**src/rtl/sdc_pkg.sv**
```systemverilog
`timescale 1ns/1ps
package sdc_pkg;
  typedef enum logic [2:0] {
    CMD_NOP,
    CMD_ACT,
    CMD_PRE,
    CMD_RD,
    CMD_WR,
    CMD_MRS,
    CMD_REF
  } cmd_e;
endpackage

```
**src/rtl/sdc_cmd_classify.sv**
```systemverilog
`timescale 1ns/1ps
module sdc_cmd_classify
  import sdc_pkg::*;
(
  input  logic cs_n,
  input  logic ras_n,
  input  logic cas_n,
  input  logic we_n,
  output cmd_e cmd
);
  always_comb begin
    cmd = CMD_NOP;
    if (!cs_n) begin
      unique case ({ras_n, cas_n, we_n})
        3'b011:  cmd = CMD_ACT;
        3'b010:  cmd = CMD_PRE;
        3'b101:  cmd = CMD_RD;
        3'b100:  cmd = CMD_WR;
        3'b000:  cmd = CMD_MRS;
        3'b001:  cmd = CMD_REF;
        default: cmd = CMD_NOP;
      endcase
    end
  end
endmodule

```
**src/rtl/sdc_bank_slot.sv**
```systemverilog
`timescale 1ns/1ps
module sdc_bank_slot #(
  parameter int ROW_W     = 12,
  parameter int BURST_LEN = 4
) (
  input  logic             clk,
  input  logic             rst_n,
  input  logic             en,
  input  logic             act_go,
  input  logic             pre_go,
  input  logic             ap_go,
  input  logic [ROW_W-1:0] row_in,
  output logic             active,
  output logic             busy,
  output logic [ROW_W-1:0] row
);
  localparam int CNT_W = $clog2(BURST_LEN + 1);

  logic [CNT_W-1:0] cnt_q, cnt_d;
  logic             act_d;
  logic [ROW_W-1:0] row_d;

  always_comb begin
    act_d = active;
    cnt_d = cnt_q;
    row_d = row;
    if (pre_go) begin
      act_d = 1'b0;
      cnt_d = '0;
    end else if (act_go) begin
      act_d = 1'b1;
      row_d = row_in;
    end else if (ap_go) begin
      cnt_d = CNT_W'(BURST_LEN);
    end else if (en && cnt_q != '0) begin
      if (cnt_q == CNT_W'(1)) act_d = 1'b0;
      cnt_d = cnt_q - CNT_W'(1);
    end
  end

  always_ff @(posedge clk or negedge rst_n) begin
    if (!rst_n) begin
      active <= 1'b0;
      cnt_q  <= '0;
      row    <= '0;
    end else begin
      active <= act_d;
      cnt_q  <= cnt_d;
      row    <= row_d;
    end
  end

  assign busy = (cnt_q != '0);

  assert_ap_closes_R6: assert property (@(posedge clk) disable iff (!rst_n)
    (en && cnt_q == CNT_W'(1)) |=> !active);

  assert_activate_opens_R3: assert property (@(posedge clk) disable iff (!rst_n)
    act_go |=> (active && row == $past(row_in)));
endmodule

```
**src/rtl/sdc_cmd_decoder.sv**
```systemverilog
`timescale 1ns/1ps
module sdc_cmd_decoder
  import sdc_pkg::*;
#(
  parameter int ROW_W     = 12,
  parameter int COL_W     = 8,
  parameter int BANK_W    = 2,
  parameter int BURST_LEN = 4,
  parameter int AP_BIT    = 10
) (
  input  logic                          clk,
  input  logic                          rst_n,
  input  logic                          cke,
  input  logic                          cs_n,
  input  logic                          ras_n,
  input  logic                          cas_n,
  input  logic                          we_n,
  input  logic [BANK_W-1:0]             ba,
  input  logic [ROW_W-1:0]              addr,
  output logic                          act_stb,
  output logic                          pre_stb,
  output logic                          rd_stb,
  output logic                          wr_stb,
  output logic                          mrs_stb,
  output logic                          illegal_stb,
  output logic [(1<<BANK_W)-1:0]        bank_active,
  output logic [(1<<BANK_W)*ROW_W-1:0]  open_rows,
  output logic [COL_W-1:0]              col_addr,
  output logic [BANK_W-1:0]             col_bank,
  output logic                          auto_pre,
  output logic [ROW_W-1:0]              mode_op,
  output logic [COL_W-1:0]              burst_addr,
  output logic                          clk_susp,
  output logic                          pwr_down
);
  localparam int NBANK = 1 << BANK_W;
  localparam int CNT_W = $clog2(BURST_LEN + 1);

  cmd_e             cmd;
  logic             cke_q;
  logic [NBANK-1:0] busy, act_go, pre_go, ap_go;
  logic             all_idle, sel_act, sel_busy, is_col;
  logic             act_ok, pre_ok, col_ok, mrs_ok, bad;
  logic [COL_W-1:0] burst_d;
  logic [CNT_W-1:0] beats_q, beats_d;

  sdc_cmd_classify u_classify (
    .cs_n (cs_n),
    .ras_n(ras_n),
    .cas_n(cas_n),
    .we_n (we_n),
    .cmd  (cmd)
  );

  // legality against the state before this edge
  always_comb begin
    all_idle = (bank_active == '0);
    sel_act  = bank_active[ba];
    sel_busy = busy[ba];
    is_col   = (cmd == CMD_RD) || (cmd == CMD_WR);
    act_ok   = cke_q && (cmd == CMD_ACT) && !sel_act;
    pre_ok   = cke_q && (cmd == CMD_PRE);
    col_ok   = cke_q && is_col && sel_act && !sel_busy;
    mrs_ok   = cke_q && (cmd == CMD_MRS) && all_idle;
    bad      = cke_q && (((cmd == CMD_ACT) && sel_act) ||
                         (is_col && !(sel_act && !sel_busy)) ||
                         ((cmd == CMD_MRS) && !all_idle));
  end

  for (genvar b = 0; b < NBANK; b++) begin : g_bank
    assign act_go[b] = act_ok && (ba == BANK_W'(b));
    assign pre_go[b] = pre_ok && (addr[AP_BIT] || (ba == BANK_W'(b)));
    assign ap_go[b]  = col_ok && addr[AP_BIT] && (ba == BANK_W'(b));

    sdc_bank_slot #(
      .ROW_W    (ROW_W),
      .BURST_LEN(BURST_LEN)
    ) u_slot (
      .clk   (clk),
      .rst_n (rst_n),
      .en    (cke_q),
      .act_go(act_go[b]),
      .pre_go(pre_go[b]),
      .ap_go (ap_go[b]),
      .row_in(addr),
      .active(bank_active[b]),
      .busy  (busy[b]),
      .row   (open_rows[b*ROW_W +: ROW_W])
    );
  end

  // burst walker
  always_comb begin
    burst_d = burst_addr;
    beats_d = beats_q;
    if (col_ok) begin
      burst_d = addr[COL_W-1:0];
      beats_d = CNT_W'(BURST_LEN - 1);
    end else if (cke_q && beats_q != '0) begin
      burst_d = burst_addr + COL_W'(1);
      beats_d = beats_q - CNT_W'(1);
    end
  end

  always_ff @(posedge clk or negedge rst_n) begin
    if (!rst_n) begin
      cke_q       <= 1'b1;
      act_stb     <= 1'b0;
      pre_stb     <= 1'b0;
      rd_stb      <= 1'b0;
      wr_stb      <= 1'b0;
      mrs_stb     <= 1'b0;
      illegal_stb <= 1'b0;
      col_addr    <= '0;
      col_bank    <= '0;
      auto_pre    <= 1'b0;
      mode_op     <= '0;
      burst_addr  <= '0;
      beats_q     <= '0;
    end else begin
      cke_q       <= cke;
      act_stb     <= act_ok;
      pre_stb     <= pre_ok;
      rd_stb      <= col_ok && (cmd == CMD_RD);
      wr_stb      <= col_ok && (cmd == CMD_WR);
      mrs_stb     <= mrs_ok;
      illegal_stb <= bad;
      burst_addr  <= burst_d;
      beats_q     <= beats_d;
      if (col_ok) begin
        col_addr <= addr[COL_W-1:0];
        col_bank <= ba;
        auto_pre <= addr[AP_BIT];
      end
      if (mrs_ok) mode_op <= addr;
    end
  end

  assign clk_susp = !cke_q;
  assign pwr_down = !cke_q && all_idle;

  assert_susp_no_strobe_R8: assert property (@(posedge clk) disable iff (!rst_n)
    !cke_q |=> !(act_stb || pre_stb || rd_stb || wr_stb || mrs_stb || illegal_stb));

  assert_susp_frozen_R8: assert property (@(posedge clk) disable iff (!rst_n)
    !cke_q |=> ($stable(bank_active) && $stable(burst_addr)));

  assert_mrs_idle_R10: assert property (@(posedge clk) disable iff (!rst_n)
    mrs_stb |-> (bank_active == '0));

  assert_illegal_keeps_rows_R11: assert property (@(posedge clk) disable iff (!rst_n)
    illegal_stb |-> $stable(open_rows));
endmodule

```
**config.mk**
```make
export PLATFORM = sky130hd
export DESIGN_NAME = sdc_cmd_decoder
export DESIGN_NICKNAME = d
export VERILOG_FILES = /design/src/rtl/sdc_pkg.sv /design/src/rtl/sdc_cmd_classify.sv /design/src/rtl/sdc_bank_slot.sv /design/src/rtl/sdc_cmd_decoder.sv
export SDC_FILE = /design/constraint.sdc
export NUM_CORES = 1
export LEC_CHECK = 0
export CAP_MARGIN = 20
export CORE_MARGIN = 4
export CORE_UTILIZATION = 30
export CTS_CLUSTER_SIZE = 30
export DETAILED_ROUTE_END_ITERATION = 8
export DONT_BUFFER_PORTS = 1
export GPL_ROUTABILITY_DRIVEN = 0
export SLEW_MARGIN = 20
export SYNTH_ARGS = -nofsm -noshare
export SYNTH_HDL_FRONTEND = slang
export SYNTH_SLANG_ARGS = --single-unit
```
**constraint.sdc**
```tcl
create_clock -name clk -period 3.2 [get_ports clk]
set_clock_uncertainty 0.2 [all_clocks]
set_input_delay 0 -clock clk [delete_from_list [all_inputs] [get_ports clk]]
set_output_delay 0 -clock clk [all_outputs]
set_load 0.03 [all_outputs]
```
==> impl_results.md, run 1 <==
- Clock H-tree levels: 3
- FF/Latch Area: between 2000 and 3000 µm²
- Total Wirelength: 13900 µm
- Avg Inst Size Synth: roughly 11 µm²
- Crit path kind: flop to flop
- Setup TNS: 0 ps
- Number of enable flip-flop cells after synthesis: 0
- Share of layout cells above drive strength 1: 20.5%
- Slack of the critical path: ~300 ps
- Buf/Inv on CP: 1
- Status: complete, no violations
- Hold Crit Class: input port to flop
- CP Max Fanout: 12
- Syn nets: 482
- Root Buffer: clkbuf_16
- Maximum vdd drop: 406 µV
- Total Power: roughly 4.6 mW
- Worst slew pin tran: slightly above 900 ps
- Synth top area cells: dfrtp_1 51%, mux2_2 11%, nand2_1 6.4%
- Antenna Violating Nets Remaining: 0
- Antenna Diode Count: 0
- Pleak: 2.71 nW
- CP startpoint kind: flop
- FFs w/ async S/R, synth: 100%
- Port bufs: 0
- Area of the die: about 19000 µm²
- First-pass GRT wire length: 22300 µm
- Final nets: 504
- Most frequent cells in the layout: 104 x dfrtp_1, 87 x nand2_1, 50 x mux2_2, 31 x dlygate4sd3_1
- Req. time, crit path: 3230 ps
- Setup bufs post-CTS: 0
- Max-cap violations: 0
- Hold path startpoint: cs_n
- Multi-input logic area: between 2000 and 2500 µm²
- Worst-case reg-to-reg path depth: 5
- DRC errors left: 0
- Fill cells: ~1.6k
- Area Overhead vs Synth: 15.2%
- Initial antenna violation count: 0
- Pwr Density: 791 nW/µm²
- Dpl cell area: 5250 µm²
- Final Max Tran Viols: 0
- GRT Resource Usage Total: 14.7%
- Most used cell, CP: nand2_1
- RSZ-0062 raised after global routing: no
- Die height: 138 µm
- Reg2reg end: mode_op[1]
- Die X: approximately 140 µm
- Clock transition at the registers of the reported paths: roughly 70 ps
- Register area share after synthesis: approximately 50%
- Fin. Hold Viols: 0
- Wire length per cell: just over 20 µm
- Num rows: 47
- DRT iter0 DRCs: approximately 220
- CP max stage delay: 660 ps
- Period utilization: about nine tenths
- Largest net degree at the start of global routing: between 100 and 150
- Setup WS pre-CTS: ~630 ps
- Via-to-Cell Ratio: roughly 5.2
- Synthesized flop and latch total: between 100 and 150
- Grt ovf: 0
- Commonest non-fill, non-tap cell in the layout: dfrtp_1
- Via count: between 3k and 4k
- Final core utilization: 35.3%
- Crit path DAT: approximately 3000 ps
- Endpoint, Worst Hold: g_bank[0].u_slot.cnt_q[0]
- Final min period: about 2900 ps
- DPL Wire Length: a little over 9000 µm
- First-pass DRT Iterations: 4
- Critical Path Sink Type: flop
- Initial Util: a little under a third
- Crit-path cells: or4_4 > or4b_4 > nand2_1 > nand2_1 > dlygate4sd3_1
- Vias in the first global route: ~3.8k
- Ys Warns: 0
- Final setup fails: 0
- CP top delay family: simple AND/OR/NAND/NOR gates
- Clock Sinks: approximately 110
- Yosys cell types: between 50 and 60
- Hold Path Depth: 4
- Core area: 16600 µm²
- Total CTS buffers: 9
- Top FF cell, synth: dfrtp_1
- I/O pin cnt: about 110
- Clk buf depth: 2
- Gate count after technology mapping: about 450
- Slowest CP cell: or4b_4
- Setup slack, reg-to-reg: 300 ps
- Maximum clock rate: 0.344 GHz
- TritonCTS clock tree: yes
- Reg-to-Reg Start: g_bank[0].u_slot.active
- CTS resizes: 0
- Slew HR: 37.9%
- Post-synth top area share: about half
- Synthesized area: roughly 5000 µm²
- Worst-skew pair later-pin latency: between 300 and 400 ps
- Cell taking the most area after synthesis: dfrtp_1
- Finished Cell Area: around 5900 µm²
-- state kept, by name, summed over array words and instances (netlist names) --
name / count
cke_q: 1
wr_stb: 1
g_bank.u_slot.row: 48
auto_pre: 1
act_stb: 1
col_bank: 2
pre_stb: 1
col_addr: 8
burst_addr: 8
illegal_stb: 1
g_bank.u_slot.cnt_q: 12
mrs_stb: 1
beats_q: 3
mode_op: 12
g_bank.u_slot.active: 4
rd_stb: 1
-- how the worst max path moves through the flow --
stage	startpoint	to	slack [ps]	cells past startpoint
6_report	g_bank[0].u_slot.active	mode_op[1]	300	5
2_1_floorplan	g_bank[1].u_slot.cnt_q[0]	burst_addr[0]	960	7
3_5_place_dp	g_bank[1].u_slot.cnt_q[0]	burst_addr[4]	630	6
5_1_grt	g_bank[0].u_slot.cnt_q[0]	illegal_stb	230	7
3_3_place_gp	g_bank[1].u_slot.cnt_q[0]	col_addr[5]	710	6
4_1_cts	g_bank[0].u_slot.active	mode_op[1]	290	5
-- report_power, final --
part	leakage [nW]	total (mW)	switching (mW)	internal (mW)
Sequential	1.37	2.48	0.820	1.66
Combinational	1.20	1.10	0.559	0.538
Clock	0.135	1.07	0.526	0.544
Total	2.71	4.64	1.90	2.74
-- routing by layer --
layer	global-route usage, %	routed length (µm)	up-vias
met2	24.0	6780	144
met1	17.5	5530	1816
li1	-	-	1600
met3	6.08	1290	24
met5	0	0	-
met4	5.30	342	0
-- worst register-to-register path, stage by stage, from the launching register on --
cell	delay, ps
dfrtp_1	550
or4_4	650
or4b_4	660
nand2_1	130
nand2_1	50
dlygate4sd3_1	550
-- synthesized netlist by cell type, types with 6 or more instances --
| master | number |
|---|---|
| and2_1 | 6 |
| nor2_1 | 8 |
| clkbuf_1 | 6 |
| dfrtp_1 | 104 |
| mux2_2 | 50 |
| o211ai_1 | 7 |
| inv_1 | 14 |
| ha_1 | 15 |
| buf_4 | 8 |
| nand3_1 | 15 |
| buf_2 | 7 |
| nand4_1 | 7 |
| nand2_1 | 87 |
| nor3_1 | 12 |
| xnor2_1 | 9 |
| mux2_4 | 8 |
-- repair_timing --
action                                  in CTS  in global routing
hold buffers                                32                  0
endpoints found under the hold margin      207                  0
endpoints found under the setup margin       0                  0
-- layout make-up --
| class | instances | area share, % |
|---|---|---|
| tap | 220 | 4.68 |
| clock buffer | 11 | 3.96 |
| clock inverter | 5 | 0.894 |
| inverter | 15 | 0.958 |
| sequential | 105 | 44.7 |
| multi-input combinational | 300 | 38.4 |
| timing repair buffer | 37 | 6.39 |
-- metrics by stage --
| stage | hold slack (ps) | std cells |
|---|---|---|
| after global routing | 35.7 | 693 |
| final | 27.2 | 693 |
| after CTS | 3.89 | 693 |
| after detailed placement | -490 | 645 |
| after floorplan | -496 | 446 |
| after global placement | -491 | 645 |
-- kinds of logic (layout without fill, tap and decap cells) --
kind of cell / after synthesis / count (layout) / share of synthesized area, %
and+or+nand+nor: 176 / 176 / 18.5
DFF: 105 / 105 / 51.5
muxes: 63 / 63 / 14.9
buffers and inverters: 41 / 68 / 4.39
AOI/OAI and AO/OA: 37 / 37 / 5.42
adders and majority gates: 15 / 15 / 3.68
xor gates and xnor gates: 9 / 9 / 1.55
(Power assumes the default switching activity.)
==> run 2: changes to the inputs <==
CORE_MARGIN = 2   (was 4)
clock period = 3.02 ns   (was 3.2 ns; I/O delays follow)
==> impl_results.md, run 2 (synthesis gave the netlist of run 1 again) <==
- CP max stage delay: 610 ps (-50 ps)
- Clock H-tree levels: 3 (unchanged)
- Worst setup endpoint: illegal_stb
- Num rows: 47 (unchanged)
- Pleak: 2.72 nW (+0.34%)
- Sw Share: 40.1% (-0.94 points)
- I/O pin cnt: 112 (unchanged)
- Worst-skew pair later-pin latency: 350 ps (about the same)
- Clk buf depth: 2 (unchanged)
- Int Power: 2.99 mW (+9.1%)
- Top reg by flops: g_bank.u_slot.row
- Switch Pwr: 2.00 mW (+4.9%)
- Initial Util: 30.8% (+0.11 points)
- Top Registers: g_bank.u_slot.row (48), g_bank.u_slot.cnt_q (12), mode_op (12)
- Post-Layout Cell Count: 693 (unchanged)
- Share of layout cells above drive strength 1: 21.0% (+0.47 points)
- Crit path kind: flop to flop
- Via-to-Cell Ratio: 5.14 (-0.53%)
- Clock Sinks: 105 (unchanged)
- Dpl cell area: 5250 µm² (unchanged)
- First-pass GRT wire length: 21300 µm (-4.2%)
- Worst slew pin tran: 876 ps (-54.7 ps)
- Die height: 134 µm (-2.9%)
- Maximum vdd drop: 388 µV (-4.6%)
- Commonest non-fill, non-tap cell in the layout: dfrtp_1
- CP startpoint kind: flop
- Hold Crit Class: input port to asynchronous set/reset pin
- Root Buffer: clkbuf_16
- Critical Path Sink Type: flop
- Finished Cell Area: 5890 µm² (+0.19%)
- Vias in the first global route: 3702 (-1.7%)
- Req. time, crit path: 3110 ps (-120 ps)
- Total CTS buffers: 9 (unchanged)
- Reg2reg end: illegal_stb
- Reg-to-Reg Start: g_bank[1].u_slot.cnt_q[0]
- Core area: 16600 µm² (-0.35%)
- Slowest CP cell: dlygate4sd3_1
- Crit path DAT: 3000 ps (+60 ps)
- CP top delay family: buffers and inverters
- Critical Path Source: g_bank[1].u_slot.cnt_q[0]
- Die X: 134 µm (-2.9%)
- Slew HR: 41.6% (+3.6 points)
- Antenna Violating Nets Remaining: 0 (unchanged)
- CTS resizes: 0 (unchanged)
- Hold WS: 5.53 ps (-21.7 ps)
- Status: complete, no violations
- Fin. Hold Viols: 0 (unchanged)
- Buf/Inv on CP: 2 (+1)
- Pwr Density: 847 nW/µm² (+7.2%)
- Wire length per cell: 19.4 µm (-3.5%)
- Final min period: 2910 ps (+8.93 ps)
- Final setup fails: 0 (unchanged)
- Grt ovf: 0 (unchanged)
- Period utilization: 96.5% (+5.7 points)
- RSZ-0062 raised after global routing: no
- Clk pwr share: 24.2% (+1.2 points)
- Critical Path Stages: 7 (+2)
- Port bufs: 0 (unchanged)
- Worst-case reg-to-reg path depth: 7 (+2)
- DRC errors left: 0 (unchanged)
- Largest net degree at the start of global routing: 106 (unchanged)
- Setup slack, reg-to-reg: 110 ps (-190 ps)
- Initial antenna violation count: 1 (+1)
- Maximum clock rate: 0.343 GHz (-0.31%)
- Crit-path cells: inv_1 > ha_1 > and2b_1 > mux4_2 > a21o_1 > a2111oi_1 > dlygate4sd3_1
- Part of the power in combinational logic: 23.2% (-0.4 points)
- Area of the die: 18100 µm² (-5.7%)
- Dpl cells: 645 (unchanged)
- Final nets: 503 (-0.20%)
- Fill cells: 1677 (+3.1%)
- CP Max Fanout: 4 (-8)
- Most frequent cells in the layout: 104 x dfrtp_1, 87 x nand2_1, 50 x mux2_2, 30 x dlygate4sd3_1
- Via count: 3565 (-0.53%)
- TritonCTS clock tree: yes
- First-pass DRT Iterations: 4 (unchanged)
- Final Max Tran Viols: 0 (unchanged)
- Sequential Power Share: 52.7% (-0.7 points)
- DPL Wire Length: 8890 µm (-4.1%)
- Max reg flops: 48 (unchanged)
- Area Overhead vs Synth: 15.4%
- DRT iter0 DRCs: 199 (-7.9%)
- Clock transition at the registers of the reported paths: 70 ps (about the same)
- Setup TNS: 0 ps (unchanged)
- Max-cap violations: 0 (unchanged)
- GRT Resource Usage Total: 15.3% (+0.63 points)
- Total Wirelength: 13500 µm (-3.5%)
[run 2: power by group through the flow]
stage / combinational, mW / clock, mW / sequential (mW)
floorplan: 0.950 / 0 / 2.50
global placement: 1.01 / 0 / 2.64
detailed placement: 1.06 / 0 / 2.65
CTS: 1.16 / 1.25 / 2.63
global route: 1.31 / 1.30 / 2.68
finish: 1.16 / 1.21 / 2.63
[run 2: per-layer routing]
layer	track usage (%)	vias to the layer above	routed length, µm
li1	-	1603	-
met1	18.8	1800	5590
met2	24.8	140	6380
met3	5.78	22	1210
met4	5.50	0	262
met5	0	-	0
[run 2: stage by stage]
step,total power [mW],setup slack (ps),util [%]
6_report,4.99,107,35.5
5_1_grt,5.29,5.07,35.5
4_1_cts,5.04,142,35.5
3_5_place_dp,3.71,450,31.7
3_3_place_gp,3.65,522,31.7
2_1_floorplan,3.45,777,-
[run 2: timing repair]
item,4_1_cts,5_1_grt
hold buffers,31,0
buffers inserted,0,0
hold endpoints to repair,207,0
[run 2: how the worst min path moves through the flow]
stage	slack, ps	depth (start not counted)	to
final	6	2	illegal_stb
after global routing	60	4	g_bank[0].u_slot.cnt_q[0]
after CTS	5	4	g_bank[3].u_slot.active
after detailed placement	-490	0	illegal_stb
after global placement	-490	0	g_bank[0].u_slot.cnt_q[1]
after floorplan	-500	0	act_stb
[run 2: area by class of cell]
class                      instances  area, µm²  share of cell area (%)
antenna                            1       2.50                  0.0425
timing repair buffer              36        365                    6.21
clock buffer                      10        239                    4.06
tap                              220        275                    4.68
clock inverter                     6       65.1                    1.11
inverter                          15       56.3                   0.956
multi-input combinational        300       2250                    38.3
sequential                       105       2630                    44.7
